==> config.mk <==
export PLATFORM = sky130hd
export DESIGN_NAME = cycle_sequencer
export DESIGN_NICKNAME = d
export VERILOG_FILES = /design/src/rtl/seqr_pkg.sv /design/src/rtl/seqr_arbiter.sv /design/src/rtl/seqr_fsm.sv /design/src/rtl/seqr_context.sv /design/src/rtl/seqr_outputs.sv /design/src/rtl/cycle_sequencer.sv
export SDC_FILE = /design/constraint.sdc
export NUM_CORES = 1
export LEC_CHECK = 0
export BUFFER_PORTS_ARGS = -buffer_cell sky130_fd_sc_hd__buf_2
export CELL_PAD_IN_SITES_DETAIL_PLACEMENT = 1
export CELL_PAD_IN_SITES_GLOBAL_PLACEMENT = 1
export CORE_ASPECT_RATIO = 0.75
export CORE_MARGIN = 2
export CORE_UTILIZATION = 33
export DETAILED_ROUTE_END_ITERATION = 12
export GPL_TIMING_DRIVEN = 0
export PLACE_DENSITY_LB_ADDON = 0.1
export SLEW_MARGIN = 10
export SYNTH_ARGS = -nofsm -noshare
export SYNTH_HDL_FRONTEND = slang
export SYNTH_HIERARCHICAL = 1
export SYNTH_SLANG_ARGS = --single-unit
==> constraint.sdc <==
create_clock -name clk -period 3.4 [get_ports clk]
set_input_delay 0.85 -clock clk [delete_from_list [all_inputs] [get_ports clk]]
set_output_delay 0.85 -clock clk [all_outputs]
set_load 0.1 [all_outputs]
==> src/rtl/seqr_pkg.sv <==
package seqr_pkg;
    typedef enum logic [2:0] {
        CY_FETCH,
        CY_EXEC,
        CY_DMA_IN,
        CY_DMA_OUT,
        CY_INTACK,
        CY_IDLE
    } cyc_e;

    typedef enum logic [1:0] {
        GR_NONE,
        GR_DIN,
        GR_DOUT,
        GR_INT
    } grant_e;

    localparam logic [1:0] CODE_FETCH = 2'b00;
    localparam logic [1:0] CODE_EXEC  = 2'b01;
    localparam logic [1:0] CODE_DMA   = 2'b10;
    localparam logic [1:0] CODE_INT   = 2'b11;

    function automatic logic [1:0] cyc_code(cyc_e c);
        logic [1:0] r;
        unique case (c)
            CY_FETCH:             r = CODE_FETCH;
            CY_EXEC, CY_IDLE:     r = CODE_EXEC;
            CY_DMA_IN, CY_DMA_OUT: r = CODE_DMA;
            CY_INTACK:            r = CODE_INT;
            default:              r = CODE_FETCH;
        endcase
        return r;
    endfunction
endpackage

==> src/rtl/seqr_arbiter.sv <==
module seqr_arbiter
    import seqr_pkg::*;
(
    input  logic   dma_win,
    input  logic   irq_win,
    input  logic   dma_in_req,
    input  logic   dma_out_req,
    input  logic   irq_req,
    input  logic   ie,
    output grant_e grant
);
    always_comb begin
        if (dma_win && dma_in_req)
            grant = GR_DIN;
        else if (dma_win && dma_out_req)
            grant = GR_DOUT;
        else if (irq_win && irq_req && ie)
            grant = GR_INT;
        else
            grant = GR_NONE;
    end
endmodule

==> src/rtl/seqr_fsm.sv <==
module seqr_fsm
    import seqr_pkg::*;
(
    input  logic clk,
    input  logic rst_n,
    input  logic tpb,
    input  logic dma_in_req,
    input  logic dma_out_req,
    input  logic irq_req,
    input  logic ie,
    input  logic exec_last,
    input  logic idle_cmd,
    output cyc_e cyc_q,
    output logic irq_take,
    output logic dma_end
);
    cyc_e   cyc_d;
    grant_e grant;
    logic   decide;
    logic   dma_win;
    logic   irq_win;

    always_comb begin
        unique case (cyc_q)
            CY_FETCH:                  decide = 1'b0;
            CY_EXEC:                   decide = exec_last;
            CY_DMA_IN, CY_DMA_OUT:     decide = 1'b1;
            CY_INTACK, CY_IDLE:        decide = 1'b1;
            default:                   decide = 1'b0;
        endcase
    end

    assign dma_win = decide;
    assign irq_win = decide && (cyc_q != CY_INTACK);

    seqr_arbiter u_arb (
        .dma_win    (dma_win),
        .irq_win    (irq_win),
        .dma_in_req (dma_in_req),
        .dma_out_req(dma_out_req),
        .irq_req    (irq_req),
        .ie         (ie),
        .grant      (grant)
    );

    function automatic cyc_e grant_cyc(grant_e g, cyc_e dflt);
        cyc_e r;
        unique case (g)
            GR_DIN:  r = CY_DMA_IN;
            GR_DOUT: r = CY_DMA_OUT;
            GR_INT:  r = CY_INTACK;
            default: r = dflt;
        endcase
        return r;
    endfunction

    always_comb begin
        cyc_d = cyc_q;
        if (tpb) begin
            unique case (cyc_q)
                CY_FETCH:   cyc_d = CY_EXEC;
                CY_EXEC: begin
                    if (exec_last)
                        cyc_d = grant_cyc(grant, idle_cmd ? CY_IDLE : CY_FETCH);
                end
                CY_DMA_IN:  cyc_d = grant_cyc(grant, CY_FETCH);
                CY_DMA_OUT: cyc_d = grant_cyc(grant, CY_FETCH);
                CY_INTACK:  cyc_d = grant_cyc(grant, CY_FETCH);
                CY_IDLE:    cyc_d = grant_cyc(grant, CY_IDLE);
                default:    cyc_d = CY_FETCH;
            endcase
        end
    end

    always_ff @(posedge clk) begin
        if (!rst_n)
            cyc_q <= CY_FETCH;
        else
            cyc_q <= cyc_d;
    end

    assign irq_take = tpb && (cyc_d == CY_INTACK) && (cyc_q != CY_INTACK);
    assign dma_end  = tpb && ((cyc_q == CY_DMA_IN) || (cyc_q == CY_DMA_OUT));
endmodule

==> src/rtl/seqr_context.sv <==
module seqr_context #(
    parameter int DES_W = 4,
    parameter int X_ACK = 2,
    parameter int P_ACK = 1
) (
    input  logic               clk,
    input  logic               rst_n,
    input  logic               irq_take,
    input  logic               des_load,
    input  logic [DES_W-1:0]   x_in,
    input  logic [DES_W-1:0]   p_in,
    input  logic               ie_write,
    input  logic               ie_in,
    output logic [DES_W-1:0]   x_q,
    output logic [DES_W-1:0]   p_q,
    output logic [2*DES_W-1:0] t_q,
    output logic               ie_q
);
    localparam logic [DES_W-1:0] XA = DES_W'(X_ACK);
    localparam logic [DES_W-1:0] PA = DES_W'(P_ACK);

    always_ff @(posedge clk) begin
        if (!rst_n) begin
            x_q  <= '0;
            p_q  <= '0;
            t_q  <= '0;
            ie_q <= 1'b1;
        end else if (irq_take) begin
            t_q  <= {x_q, p_q};
            x_q  <= XA;
            p_q  <= PA;
            ie_q <= 1'b0;
        end else begin
            if (des_load) begin
                x_q <= x_in;
                p_q <= p_in;
            end
            if (ie_write)
                ie_q <= ie_in;
        end
    end
endmodule

==> src/rtl/seqr_outputs.sv <==
module seqr_outputs
    import seqr_pkg::*;
(
    input  logic       clk,
    input  logic       rst_n,
    input  logic       tpa,
    input  cyc_e       cyc_q,
    input  logic       dma_end,
    output logic [1:0] state_code,
    output logic       ptr_inc,
    output logic       dma_to_mem,
    output logic       idle_o
);
    always_ff @(posedge clk) begin
        if (!rst_n) begin
            state_code <= CODE_FETCH;
            ptr_inc    <= 1'b0;
        end else begin
            if (tpa)
                state_code <= cyc_code(cyc_q);
            ptr_inc <= dma_end;
        end
    end

    always_comb begin
        dma_to_mem = (cyc_q == CY_DMA_IN);
        idle_o     = (cyc_q == CY_IDLE);
    end
endmodule

==> src/rtl/cycle_sequencer.sv <==
module cycle_sequencer
    import seqr_pkg::*;
#(
    parameter int DES_W = 4,
    parameter int X_ACK = 2,
    parameter int P_ACK = 1
) (
    input  logic               clk,
    input  logic               rst_n,
    input  logic               tpa,
    input  logic               tpb,
    input  logic               dma_in_req,
    input  logic               dma_out_req,
    input  logic               irq_req,
    input  logic               exec_last,
    input  logic               idle_cmd,
    input  logic               des_load,
    input  logic [DES_W-1:0]   x_in,
    input  logic [DES_W-1:0]   p_in,
    input  logic               ie_write,
    input  logic               ie_in,
    output logic [1:0]         state_code,
    output logic [DES_W-1:0]   x_o,
    output logic [DES_W-1:0]   p_o,
    output logic [2*DES_W-1:0] t_o,
    output logic               ie_o,
    output logic               ptr_inc,
    output logic               dma_to_mem,
    output logic               idle_o
);
    cyc_e cyc_q;
    logic irq_take;
    logic dma_end;

    seqr_fsm u_fsm (
        .clk        (clk),
        .rst_n      (rst_n),
        .tpb        (tpb),
        .dma_in_req (dma_in_req),
        .dma_out_req(dma_out_req),
        .irq_req    (irq_req),
        .ie         (ie_o),
        .exec_last  (exec_last),
        .idle_cmd   (idle_cmd),
        .cyc_q      (cyc_q),
        .irq_take   (irq_take),
        .dma_end    (dma_end)
    );

    seqr_context #(.DES_W(DES_W), .X_ACK(X_ACK), .P_ACK(P_ACK)) u_ctx (
        .clk     (clk),
        .rst_n   (rst_n),
        .irq_take(irq_take),
        .des_load(des_load),
        .x_in    (x_in),
        .p_in    (p_in),
        .ie_write(ie_write),
        .ie_in   (ie_in),
        .x_q     (x_o),
        .p_q     (p_o),
        .t_q     (t_o),
        .ie_q    (ie_o)
    );

    seqr_outputs u_out (
        .clk       (clk),
        .rst_n     (rst_n),
        .tpa       (tpa),
        .cyc_q     (cyc_q),
        .dma_end   (dma_end),
        .state_code(state_code),
        .ptr_inc   (ptr_inc),
        .dma_to_mem(dma_to_mem),
        .idle_o    (idle_o)
    );
endmodule

* Word level (Yosys, flattened, before mapping) *
Cells that the tools add are included.

word-level totals
  input bits = 20
  word-level logic and storage cells = 55
  flip-flop bits (word level) = 23
  output and inout bits = 22

cells by class
  reductions and logical operators = 17
  eq/ne operators = 10
  bitwise operators = 1
  multiplexer cells = 18

operators with widths
  operator            count
  $pmux 3 s3          3
  $pmux 3 s4          1
  $mux 2              5
  $eq 3x3->1 const B  3
  $mux 3              3
  $logic_and 1x1->1   8
  $eq 3x2->1 const B  2
  $pmux 2 s3          1
  $reduce_or 2->1     3
  $eq 2x2->1 const B  2
  $mux 1              4
  $reduce_bool 2->1   2
  $reduce_or 4->1     1
  $eq 3x1->1 const B  1
  $logic_not 3->1     1
  $ne 3x3->1 const B  1
  $reduce_or 3->1     1
  $eq 2x1->1 const B  1
  $pmux 1 s2          1
  $logic_or 1x1->1    1
  $not 1->1           1

* Longest topological paths before layout *
  depth in word-level cells = 18
  depth in mapped cells = 15
  mapped depth without buffers = 14

* Hierarchy *
The synthesis kept the hierarchy.

modules (own cells, without submodules)
  module        cells each  area an instance (sq um)  times used  seq. area each (sq um)
  seqr_context  55          645.6                     1           340.3
  seqr_fsm      45          386.6                     1           60.1
  seqr_outputs  15          137.6                     1           60.1
  seqr_arbiter  6           37.5                      1           0.0

* Worst setup path before layout *
Ideal clock, no wire load.

  kind = register -> output
  start point = register u_fsm.cyc_q[2]
  end point = output idle_o
  path buffers = 0
  arrival time = 2.829 ns
  stages on the path, launching flop included = 3
  setup slack = -0.279 ns
  data required time = 2.550 ns
  path through = dfxtp_1 > inv_1 > nor3b_1

on the way
  longest elaborated chain between the ends = 1

ends and longest elaborated chain
  item                    line                   RTL
  start, declared         seqr_fsm.sv:13         output cyc_e cyc_q,
  start signal, assigned  seqr_fsm.sv:79         cyc_q <= cyc_d;
  $eq 3x3->1              seqr_outputs.sv:27     idle_o = (cyc_q == CY_IDLE);
  end, declared           cycle_sequencer.sv:29  output logic idle_o

Every way passes these cells.

* Worst setup path in the final report *
  start point = input exec_last
  end point = register u_ctx.t_q[2]

on the way
  longest elaborated chain between the ends = 15

ends and longest elaborated chain
  item                                             line                   RTL
  start, declared                                  cycle_sequencer.sv:15  input logic exec_last,
  $pmux 1 s2 *                                     seqr_fsm.sv:24         unique case (cyc_q)
  via u_fsm.decide                                 seqr_fsm.sv:19         logic decide;
  $logic_and 1x1->1 *                              seqr_fsm.sv:34         assign irq_win = decide && (cyc_q != CY_INTACK);
  via u_fsm.irq_win                                seqr_fsm.sv:21         logic irq_win;
  $logic_and 1x1->1 * (2 in series)                seqr_arbiter.sv:17     else if (irq_win && irq_req && ie)
  $mux 2 *                                         seqr_arbiter.sv:17
  $mux 2 *                                         seqr_arbiter.sv:15     else if (dma_win && dma_out_req)
  $mux 2 *                                         seqr_arbiter.sv:13     if (dma_win && dma_in_req)
  via u_fsm.grant[1]                               seqr_fsm.sv:18         grant_e grant;
  $eq 2x2->1 / $eq 2x1->1 (equally long branches)  seqr_fsm.sv:48         unique case (g)
  $pmux 3 s3                                       seqr_fsm.sv:48
  $mux 3                                           seqr_fsm.sv:63         if (exec_last)
  $pmux 3 s4 *                                     seqr_fsm.sv:60         unique case (cyc_q)
  $mux 3 *                                         seqr_fsm.sv:59         if (tpb) begin
  $eq 3x3->1 *                                     seqr_fsm.sv:82         assign irq_take = tpb && (cyc_d == CY_INTACK) && (cyc_q != CY_INTACK);
  $logic_and 1x1->1 * (2 in series)                seqr_fsm.sv:82
  via irq_take                                     cycle_sequencer.sv:32  logic irq_take;
  end signal, assigned                             seqr_context.sv:29     t_q <= {x_q, p_q};
  end, declared                                    seqr_context.sv:16     output logic [2*DES_W-1:0] t_q,

Mark *: on every way through the listed nets, which the timed path passes. The rest lies on a longest branch.
A chain may end at the register's enable or synchronous reset.

==> results.md <==
- Pin count of the biggest net entering global routing: 15
- Share of layout cells above drive strength 1: 44.4%
- #FFs+latches synth: 23
- Layout Skew: 0.00321 ns
- PortBufs: 40
- Detail Route Antenna Nets: 0
- Via density: 4.64
- CP required: 3.56 ns
- Kind of critical path: in -> reg
- Actual slew at the worst max-slew pin: 0.495 ns
- H-tree lvl count: 1
- Initial Util: 35.5%
- CTS tree: done
- Max-slew violation count: 0
- Worst Path Arrival: 3.43 ns
- Nature of the critical path endpoint: register
- NumNets Final: 197
- Grt ovf: 0
- CP Max Fanout: 5
- WL final: 2.97 mm
- Die H: 56.4 µm
- YS warnings: 6
- Routed len/inst: 13.5 µm
- Core Region: 3400 µm²
- Synth cell types: 37
- Global-route wire length before repair: 4.81 mm
- DRT iter0 DRCs: 22
- TritonCTS Buffers: 3
- ANT cells: 0
- Gpl congestion: 0.721
- Final Hold Fails: 0
- CTS root buffer: clkbuf_8
- Syn_area_per_cell: 9.98 µm²
- Lkg Pwr: 0.713 nW
- CTS sink cnt: 23
- Mapped Cells: 121
- Chip Width: 73.8 µm
- Top delay family on crit path: compound AO/OA/AOI/OAI gates
- VDD IR max: 270 µV
- Synth area leaders: dfxtp_1, mux2i_1, ha_1, nor2b_1, nor2_1
- Finish-stage setup viols: 0
- P&R area growth vs syn: 33.9%
- # rows: 18
- Rel. slew slack: 67.2%
- Syn_nets: 146
- PD cells: 393 nW/µm²
- Status: finished clean
- Final core occ: 47.5%
- PnR Total Power: 0.000636 W
- DP HPWL: 2.22 mm
- Critical Path, Cell by Cell: buf_2 -> nand2_2 -> o31ai_4 -> o31a_2 -> nand3_2 -> a21boi_2 -> buf_4 -> ha_1 -> mux2i_1 -> nor3_2 -> o211ai_1 -> a211oi_2 -> buf_4 -> clkbuf_4 -> mux2i_1 -> nor2b_1
- Tmin final: 3.27 ns
- Min-Delay Path Class: reg -> reg
- Sequential share of the synthesized area: 38.1%
- Ports: 42
- Cell area after synthesis: 1210 µm²
- Post-route DRC: 0
- Total GRT Usage: 14.6%
- Vias: 1026
- Worst R2R Path Depth: 16
- Max Freq: 306 MHz
- Worst-path clk slew: 0.08 ns
- Maxcap violations: 0
- Critical Path Start Type: input pin
- Critical Path Stages: 16
- Worst path max stage delay: 0.29 ns
- Post-synth top area cell: dfxtp_1
- Die ar.: 4160 µm²
- Max clock buf depth: 2
- 1st-pass router iterations: 4
- Clock Latency Late Sink: 0.26 ns
- Antenna violations before repair: 0
- Part of the cycle the worst path needs: 96.0%
- Worst Hold Depth: 2
- Share of the synthesized area in the top cell type: 38.1%
- Slowest CP cell: o31ai_4
- Worst path buffer plus inverter count: 4
- Number of global-route vias before repair: 1034
## metal layers
metal | global-route usage, % | vias to the layer above | share of wire, %
met4 | 1.56 | 0 | 0.34
met2 | 23.1 | 26 | 47
met1 | 20.1 | 473 | 48
met3 | 4.67 | 2 | 5.0
li1 | - | 525 | -
met5 | 0 | - | 0
## worst register-to-register path, stage by stage, from the launching register on
cell and delay [ns]:
dfxtp_2 0.51, inv_2 0.12, ha_1 0.33, o31ai_4 0.09, o31a_2 0.21, nand3_2 0.10, a21boi_2 0.18, buf_4 0.13
ha_1 0.20, mux2i_1 0.11, nor3_2 0.12, o211ai_1 0.16, a211oi_2 0.25, buf_4 0.16, clkbuf_4 0.16, mux2i_1 0.19
nor2b_1 0.06
## where the power goes
part           internal [W]  switching, W  total [W]  leakage, nW
Sequential         0.000280     0.0000100   0.000290        0.189
Clock             0.0000836     0.0000843   0.000168       0.0228
Combinational     0.0000615      0.000117   0.000179        0.502
Total              0.000425      0.000211   0.000636        0.713
## layout by cell type, fill, tap and decap left out, drive strengths merged, types with 5 or more instances in the layout
| cell type | n |
|---|---|
| a21oi | 5 |
| and2 | 5 |
| buf | 49 |
| clkbuf | 5 |
| dfxtp | 23 |
| ha | 5 |
| inv | 6 |
| mux2i | 16 |
| nand2b | 5 |
| nor2 | 9 |
| nor2b | 9 |
## Yosys cell counts, drive strengths merged
cell type	n
nor3b	3
and2	5
o2111ai	1
mux2i	16
a21oi	5
nand3	2
a21boi	1
a311o	1
o31a	1
ha	5
and2b	1
o31ai	1
nand2	4
nand2b	5
a31oi	2
mux2	2
buf	4
o21bai	1
o21a	3
a211oi	1
inv	6
o41ai	1
o211ai	3
nor2	9
nor2b	9
o21ai	3
nor3	2
dfxtp	23
o2bb2ai	1
## sequential cells by signal, summed over array words and instances, names as in the netlist
register	cells
u_ctx/ie_q	1
u_ctx/t_q	8
u_ctx/p_q	4
u_out/state_code	2
u_fsm/cyc_q	3
u_ctx/x_q	4
u_out/ptr_inc	1
## worst paths after layout
kind | from | end | slack, ns
setup / recovery | exec_last | u_ctx/t_q[2]$_SDFFE_PN0P_ | 0.13
hold / removal | u_ctx/t_q[3]$_SDFFE_PN0P_ | u_ctx/t_q[3]$_SDFFE_PN0P_ | 0.52
setup reg to reg | u_fsm/cyc_q[2]$_SDFF_PN0_ | u_ctx/t_q[2]$_SDFFE_PN0P_ | 0.21
hold reg to reg | u_ctx/t_q[3]$_SDFFE_PN0P_ | u_ctx/t_q[3]$_SDFFE_PN0P_ | 0.52
## per-stage QoR
step	TNS [ns]	instance area (µm²)	hold slack (ns)	setup WS (ns)	std cells
floorplan	0	1220	0.618	0.0285	121
global placement	-6.12	1480	0.492	-0.485	211
detailed placement	-7.13	1480	0.506	-0.535	211
CTS	0	1550	0.529	0.0363	216
global route	-0.509	1620	0.552	-0.0628	221
finish	0	1620	0.523	0.135	221
## kinds of logic (layout without fill, tap and decap cells)
logic type               after synthesis  in the layout  share of synthesized area, %
AND/OR/NAND/NOR                       40             40                          18.8
buffers and inverters                 10             60                          4.97
multiplexers                          18             18                          15.8
flip-flops                            23             23                          38.1
adder cells (fa/ha/maj)                5              5                          5.18
AO/OA/AOI/OAI                         25             25                          17.2
## area by class of cell
| cell class | count | area, µm² |
|---|---|---|
| Timing Repair Buffer | 46 | 245 |
| Clock buffer | 4 | 45.0 |
| Fill cell | 414 | 1780 |
| Tap cell | 50 | 62.6 |
| Inverter | 6 | 22.5 |
| Sequential cell | 23 | 463 |
| Buffer | 4 | 37.5 |
| Multi-Input combinational cell | 88 | 741 |
## timing repair
action,in CTS,in global routing
hold buffers,0,0
gates resized for setup,4,7
endpoints found under the setup margin,17,15
setup buffers,1,4
cloned,0,1
pin swaps,1,4
Power figures use the tool's default switching activity.
